===== src/rtl/tmr_pkg.sv =====
package tmr_pkg;
  typedef enum logic [1:0] {
    REG_LO   = 2'd0,
    REG_HI   = 2'd1,
    REG_CTRL = 2'd2,
    REG_STAT = 2'd3
  } reg_sel_e;

  // control register bit positions
  localparam int CB_RUN   = 0;
  localparam int CB_SRC   = 1;
  localparam int CB_PS_LO = 2;
  localparam int CB_BUF   = 7;

  // status register bit positions
  localparam int SB_FLAG = 0;
  localparam int SB_IE   = 1;
endpackage


===== src/rtl/tmr_tick_gen.sv =====
module tmr_tick_gen #(
  parameter int PS_W   = 2,
  parameter int SYNC_N = 2
) (
  input  logic            clk,
  input  logic            rst_n,
  input  logic            run,
  input  logic            src_ext,
  input  logic [PS_W-1:0] ps,
  input  logic            pre_clr,
  input  logic            ext_clk,
  output logic            tick
);
  localparam int PRE_W = (1 << PS_W) - 1;

  logic [SYNC_N-1:0] sync_q;
  logic              prev_q;
  logic              ext_rise;
  logic              src_tick;
  logic [PRE_W-1:0]  pre_q;
  logic [PRE_W-1:0]  mask;

  // synchroniser chain, stage 0 samples the asynchronous pin
  genvar g;
  generate
    for (g = 0; g < SYNC_N; g++) begin : g_sync
      always_ff @(posedge clk or negedge rst_n) begin
        if (!rst_n)
          sync_q[g] <= 1'b0;
        else if (g == 0)
          sync_q[g] <= ext_clk;
        else
          sync_q[g] <= sync_q[(g == 0) ? 0 : g-1];
      end
    end
  endgenerate

  always_ff @(posedge clk or negedge rst_n) begin
    if (!rst_n) prev_q <= 1'b0;
    else        prev_q <= sync_q[SYNC_N-1];
  end

  assign ext_rise = sync_q[SYNC_N-1] & ~prev_q;
  assign src_tick = run & (src_ext ? ext_rise : 1'b1);

  always_comb begin
    for (int i = 0; i < PRE_W; i++)
      mask[i] = (i < int'(ps));
  end

  always_ff @(posedge clk or negedge rst_n) begin
    if (!rst_n)        pre_q <= '0;
    else if (pre_clr)  pre_q <= '0;
    else if (src_tick) pre_q <= pre_q + 1'b1;
  end

  assign tick = src_tick & ((pre_q & mask) == mask);


  pre_clr_chk: assert property (@(posedge clk) disable iff (!rst_n)
    pre_clr |=> (pre_q == '0));


  halt_chk: assert property (@(posedge clk) disable iff (!rst_n)
    (!run && !pre_clr) |=> (pre_q == $past(pre_q)));
endmodule


===== src/rtl/tmr_counter.sv =====
module tmr_counter #(
  parameter int W  = 16,
  parameter int DW = 8
) (
  input  logic            clk,
  input  logic            rst_n,
  input  logic            ld_lo,
  input  logic            ld_hi,
  input  logic [DW-1:0]   lo_val,
  input  logic [W-DW-1:0] hi_val,
  input  logic            trig,
  input  logic            tick,
  output logic [W-1:0]    cnt,
  output logic            wrap
);
  logic any_ld;
  assign any_ld = ld_lo | ld_hi;
  assign wrap   = tick & ~any_ld & ~trig & (cnt == '1);

  always_ff @(posedge clk or negedge rst_n) begin
    if (!rst_n) begin
      cnt <= '0;
    end else if (any_ld) begin
      if (ld_lo) cnt[DW-1:0] <= lo_val;
      if (ld_hi) cnt[W-1:DW] <= hi_val;
    end else if (trig) begin
      cnt <= '0;
    end else if (tick) begin
      cnt <= cnt + 1'b1;
    end
  end


  load_wins_chk: assert property (@(posedge clk) disable iff (!rst_n)
    ld_lo |=> (cnt[DW-1:0] == $past(lo_val)));


  trig_clear_chk: assert property (@(posedge clk) disable iff (!rst_n)
    (trig && !ld_lo && !ld_hi) |=> (cnt == '0));


  wrap_zero_chk: assert property (@(posedge clk) disable iff (!rst_n)
    wrap |=> (cnt == '0));
endmodule


===== src/rtl/buf_timer16.sv =====
module buf_timer16 #(
  parameter int DW     = 8,
  parameter int PS_W   = 2,
  parameter int SYNC_N = 2
) (
  input  logic          clk,
  input  logic          rst_n,
  input  logic [1:0]    bus_addr,
  input  logic          bus_wr,
  input  logic          bus_rd,
  input  logic [DW-1:0] bus_wdata,
  output logic [DW-1:0] bus_rdata,
  input  logic          ext_clk,
  input  logic          trig_clr,
  output logic          irq
);
  import tmr_pkg::*;
  localparam int CW = 2 * DW;

  logic            buf_en, src_ext, run;
  logic [PS_W-1:0] ps;
  logic [DW-1:0]   shadow;
  logic            flag, ie;
  logic [CW-1:0]   cnt;
  logic            tick, wrap;
  logic            wr_lo, wr_hi, wr_ctrl, wr_st, rd_lo;
  logic            ld_hi;
  logic [DW-1:0]   hi_val;
  logic [DW-1:0]   ctrl_rb, stat_rb;

  assign wr_lo   = bus_wr && (bus_addr == REG_LO);
  assign wr_hi   = bus_wr && (bus_addr == REG_HI);
  assign wr_ctrl = bus_wr && (bus_addr == REG_CTRL);
  assign wr_st   = bus_wr && (bus_addr == REG_STAT);
  assign rd_lo   = bus_rd && (bus_addr == REG_LO);

  assign ld_hi  = buf_en ? wr_lo : wr_hi;
  assign hi_val = buf_en ? shadow : bus_wdata;

  tmr_tick_gen #(.PS_W(PS_W), .SYNC_N(SYNC_N)) u_tick (
    .clk(clk), .rst_n(rst_n), .run(run), .src_ext(src_ext), .ps(ps),
    .pre_clr(wr_lo), .ext_clk(ext_clk), .tick(tick)
  );

  tmr_counter #(.W(CW), .DW(DW)) u_cnt (
    .clk(clk), .rst_n(rst_n), .ld_lo(wr_lo), .ld_hi(ld_hi),
    .lo_val(bus_wdata), .hi_val(hi_val), .trig(trig_clr), .tick(tick),
    .cnt(cnt), .wrap(wrap)
  );

  always_ff @(posedge clk or negedge rst_n) begin
    if (!rst_n) begin
      buf_en  <= 1'b0;
      src_ext <= 1'b0;
      run     <= 1'b0;
      ps      <= '0;
    end else if (wr_ctrl) begin
      buf_en  <= bus_wdata[CB_BUF];
      src_ext <= bus_wdata[CB_SRC];
      run     <= bus_wdata[CB_RUN];
      ps      <= bus_wdata[CB_PS_LO +: PS_W];
    end
  end

  always_ff @(posedge clk or negedge rst_n) begin
    if (!rst_n)                shadow <= '0;
    else if (buf_en && wr_hi)  shadow <= bus_wdata;
    else if (buf_en && rd_lo)  shadow <= cnt[CW-1:DW];
  end

  always_ff @(posedge clk or negedge rst_n) begin
    if (!rst_n) begin
      flag <= 1'b0;
      ie   <= 1'b0;
    end else begin
      if (wrap)       flag <= 1'b1;
      else if (wr_st) flag <= bus_wdata[SB_FLAG];
      if (wr_st)      ie   <= bus_wdata[SB_IE];
    end
  end

  always_comb begin
    ctrl_rb = '0;
    ctrl_rb[CB_BUF]             = buf_en;
    ctrl_rb[CB_SRC]             = src_ext;
    ctrl_rb[CB_RUN]             = run;
    ctrl_rb[CB_PS_LO +: PS_W]   = ps;
    stat_rb = '0;
    stat_rb[SB_FLAG]            = flag;
    stat_rb[SB_IE]              = ie;
  end

  always_comb begin
    unique case (bus_addr)
      REG_LO:   bus_rdata = cnt[DW-1:0];
      REG_HI:   bus_rdata = buf_en ? shadow : cnt[CW-1:DW];
      REG_CTRL: bus_rdata = ctrl_rb;
      default:  bus_rdata = stat_rb;
    endcase
  end

  assign irq = flag & ie;


  shadow_latch_chk: assert property (@(posedge clk) disable iff (!rst_n)
    (buf_en && rd_lo) |=> (shadow == $past(cnt[CW-1:DW])));


  flag_sticky_chk: assert property (@(posedge clk) disable iff (!rst_n)
    (flag && !wr_st) |=> flag);


  hi_isolated_chk: assert property (@(posedge clk) disable iff (!rst_n)
    (buf_en && wr_hi && !tick && !trig_clr) |=> (cnt == $past(cnt)));
endmodule


===== config.mk =====
export PLATFORM = sky130hd
export DESIGN_NAME = buf_timer16
export DESIGN_NICKNAME = d
export VERILOG_FILES = /design/src/rtl/tmr_pkg.sv /design/src/rtl/tmr_tick_gen.sv /design/src/rtl/tmr_counter.sv /design/src/rtl/buf_timer16.sv
export SDC_FILE = /design/constraint.sdc
export NUM_CORES = 1
export LEC_CHECK = 0
export ABC_CLOCK_PERIOD_IN_PS = 2600
export BUFFER_PORTS_ARGS = -buffer_cell sky130_fd_sc_hd__buf_2
export CORE_MARGIN = 3
export CORE_UTILIZATION = 40
export CTS_CLUSTER_DIAMETER = 80
export DETAILED_ROUTE_END_ITERATION = 6
export MAX_ROUTING_LAYER = met4
export PLACE_DENSITY_LB_ADDON = 0.3
export SYNTH_ARGS = -nofsm -noshare
export SYNTH_HDL_FRONTEND = slang
export SYNTH_SLANG_ARGS = --single-unit

===== constraint.sdc =====
create_clock -name clk -period 2.6 [get_ports clk]
set_input_delay 0.13 -clock clk [delete_from_list [all_inputs] [get_ports clk]]
set_output_delay 0.13 -clock clk [all_outputs]
set_load 0.01 [all_outputs]

==> results.json <==
{
  "cts_setup_buffers": 0,
  "synthArstFlopShare_pct": 100.0,
  "grt_pass1_vias": 2145,
  "path_max_fanout": 14,
  "grt_usage_pct": 21.83,
  "nets": 316,
  "h-tree-depth": 2,
  "vias": 2265,
  "yosys.cell_types.count": 55,
  "worstMarginPinSlew_ps": 860.7,
  "grt_pass1_wl_um": 11730,
  "ys_seq_elements": 37,
  "ios": 25,
  "critical_path.startpoint": "buf_en",
  "root_buffer": "clkbuf_8",
  "fin_crit_ps": 2225,
  "slew_headroom_pct": 42.62,
  "worstSetupEndpointType": "output pin",
  "ant_nets": 0,
  "r2r_slack_ps": 550,
  "portBuffers": 24,
  "r2r_end": "u_cnt.cnt[10]",
  "grt_overflow_total": 0,
  "critPathKind": "flip-flop to output pin",
  "gp_congestion": 0.9709,
  "grt_max_degree": 38,
  "utilization_pct": 47.11,
  "wire_per_inst_um": 19.32,
  "arrival_ps": 2090,
  "leakage_nw": 1.134,
  "cts.sink_count": 37,
  "n_antenna_cell": 0,
  "finalHoldViolCount": 0,
  "cp-start-kind": "flip-flop",
  "die-area_um2": 6951,
  "tns_ps": 0,
  "die_w_um": 83.38,
  "ys.flop_type": "dfrtp_1",
  "hpwl_um": 5279,
  "drive_above_1_share_pct": 14.72,
  "numCtsBuffers": 5,
  "chipHeight_um": 83.38,
  "status": "completed",
  "final_cells": 371,
  "rsz0062_at_grt": "no",
  "first_pass_iters": 4,
  "cts_resized": 0,
  "final_common_cell": "nand2_1",
  "drtIter0Drc": 164,
  "antenna_found_initial": 0,
  "grt-busiest-layer": "met1",
  "wirelength_um": 7169,
  "placedCellCount": 361,
  "cts.clk_slew.worst_paths_ps": 80,
  "synth_cells": 278,
  "synth_edf_count": 0,
  "rows": 27,
  "hp-class": "input pin to flip-flop",
  "finClkSkew_ps": 7.246,
  "irDropWorstVdd_mv": 0.3978,
  "syn2layout_area_growth_pct": 10.97,
  "rr_startpoint": "u_tick.prev_q",
  "clock_latency_ps": 290,
  "cts_tree": "yes",
  "ys_seq_area_share_pct": 38.66,
  "syn_area_um2": 2395,
  "multi_input_comb_area_um2": 1361,
  "fill_cells": 560,
  "setup_viol": 0,
  "drc": 0,
  "final_cell_mix": "nand2_1 (39), dfrtp_1 (37), nor2_1 (26), buf_2 (24), o21ai_0 (13)",
  "clk_path_buf_depth": 2,
  "crit_end": "bus_rdata[0]",
  "synth-warning-count": 0,
  "power_density_nw_per_um2": 681.7,
  "seqCellArea_um2": 925.9,
  "grt.met1_usage_pct": 32.26,
  "holdBufCountCts": 2,
  "start_util_pct": 42.45,
  "synth_nets": 296,
  "core_um2": 5642,
  "fmax_ghz": 0.4495,
  "viasPerCell": 6.105,
  "fin_crit_sh_pct": 85.57,
  "syn-mean-instance-area_um2": 8.614,
  "grt_use_met3_pct": 3.571,
  "required_ps": 2470,
  "reg2reg_depth": 5,
  "grt_util_met2_pct": 31.12,
  "cap_violations": 0,
  "slew_violations": 0
}
cell type report:
cell class | instances | area share (%)
tap | 72 | 3.390
inverter | 9 | 1.271
clock buffer | 7 | 2.872
timing repair buffer | 29 | 6.121
sequential | 37 | 34.84
multi-input combinational | 216 | 51.22
clock inverter | 1 | 0.2825
worst min-delay path by stage:
stage | start | endpoint | slack, ps | cells past startpoint
after global routing | bus_wdata[4] | shadow[4] | 150 | 3
final | bus_wdata[4] | shadow[4] | 140 | 3
after floorplan | rst_n | buf_en | -170 | 0
after detailed placement | ext_clk | u_tick.sync_q[0] | 240 | 1
after global placement | ext_clk | u_tick.sync_q[0] | 240 | 1
after CTS | bus_wdata[4] | shadow[4] | 130 | 3
flip-flops by register name, summed over array words and instances (netlist names):
signal,cells
flag,1
u_tick.prev_q,1
buf_en,1
ps,2
shadow,8
ie,1
src_ext,1
u_tick.pre_q,3
run,1
u_cnt.cnt,16
u_tick.sync_q,2
per-stage QoR:
step	worst slack, ps	hold WS (ps)	total power [mW]	area [um^2]
finish	375.2	142.0	1.812	2658
CTS	382.3	132.1	1.819	2658
global placement	496.0	238.6	1.401	2554
global route	305.2	151.8	1.933	2658
floorplan	751.6	-165.6	1.218	2395
detailed placement	473.9	243.0	1.411	2554
cell families (layout without fill, tap and decap cells):
family,count (synthesis),after routing,synth area share (%)
xor+xnor,2,2,0.7316
compound gates,79,79,22.52
mux,18,18,8.882
simple gates,115,115,23.67
buf+inv,25,46,4.493
fa+ha+maj,2,2,1.045
flops,37,37,38.66
where the power goes:
part / internal (mW) / switching, mW
Sequential: 0.708 / 0.169
Clock: 0.190 / 0.213
Combinational: 0.235 / 0.296
routing by layer:
| layer | vias up | part of all wire (%) |
|---|---|---|
| met5 | - | 0 |
| met4 | 0 | 1.7 |
| met3 | 10 | 5.6 |
| met2 | 71 | 45 |
| met1 | 1112 | 48 |
| li1 | 1072 | - |
synth_stat cells, drive strengths merged (2+ instances only):
cell / n / share of area, %
and3: 5 / 1.3
nor2: 26 / 4.1
nand2: 40 / 6.4
nor3: 3 / 0.63
a22oi: 6 / 1.9
inv: 9 / 1.4
or3b: 2 / 0.73
nand3b: 2 / 0.63
o22ai: 3 / 0.78
a32o: 3 / 1.3
clkbuf: 8 / 1.3
nand4: 3 / 0.78
ha: 2 / 1.0
a211oi: 4 / 1.3
a21boi: 2 / 0.63
o311ai: 5 / 1.8
a221o: 2 / 0.84
mux2i: 10 / 4.2
a32oi: 2 / 0.73
nand2b: 4 / 1.4
mux2: 6 / 2.8
mux4: 2 / 1.9
buf: 8 / 1.8
and2: 3 / 0.78
a21oi: 13 / 3.3
nand3: 12 / 2.7
o31ai: 3 / 0.94
dfrtp: 37 / 39
o21ai: 19 / 4.0
a31oi: 10 / 2.6
nor2b: 4 / 1.0
o211ai: 2 / 0.63
nor4: 6 / 1.6
critical path: stages, from the launching register on:
cell	delay, ps
dfrtp_1	580
buf_4	270
mux2_1	330
mux4_2	460
buf_2	150
Note: power is estimated with default switching activity, not from simulation.
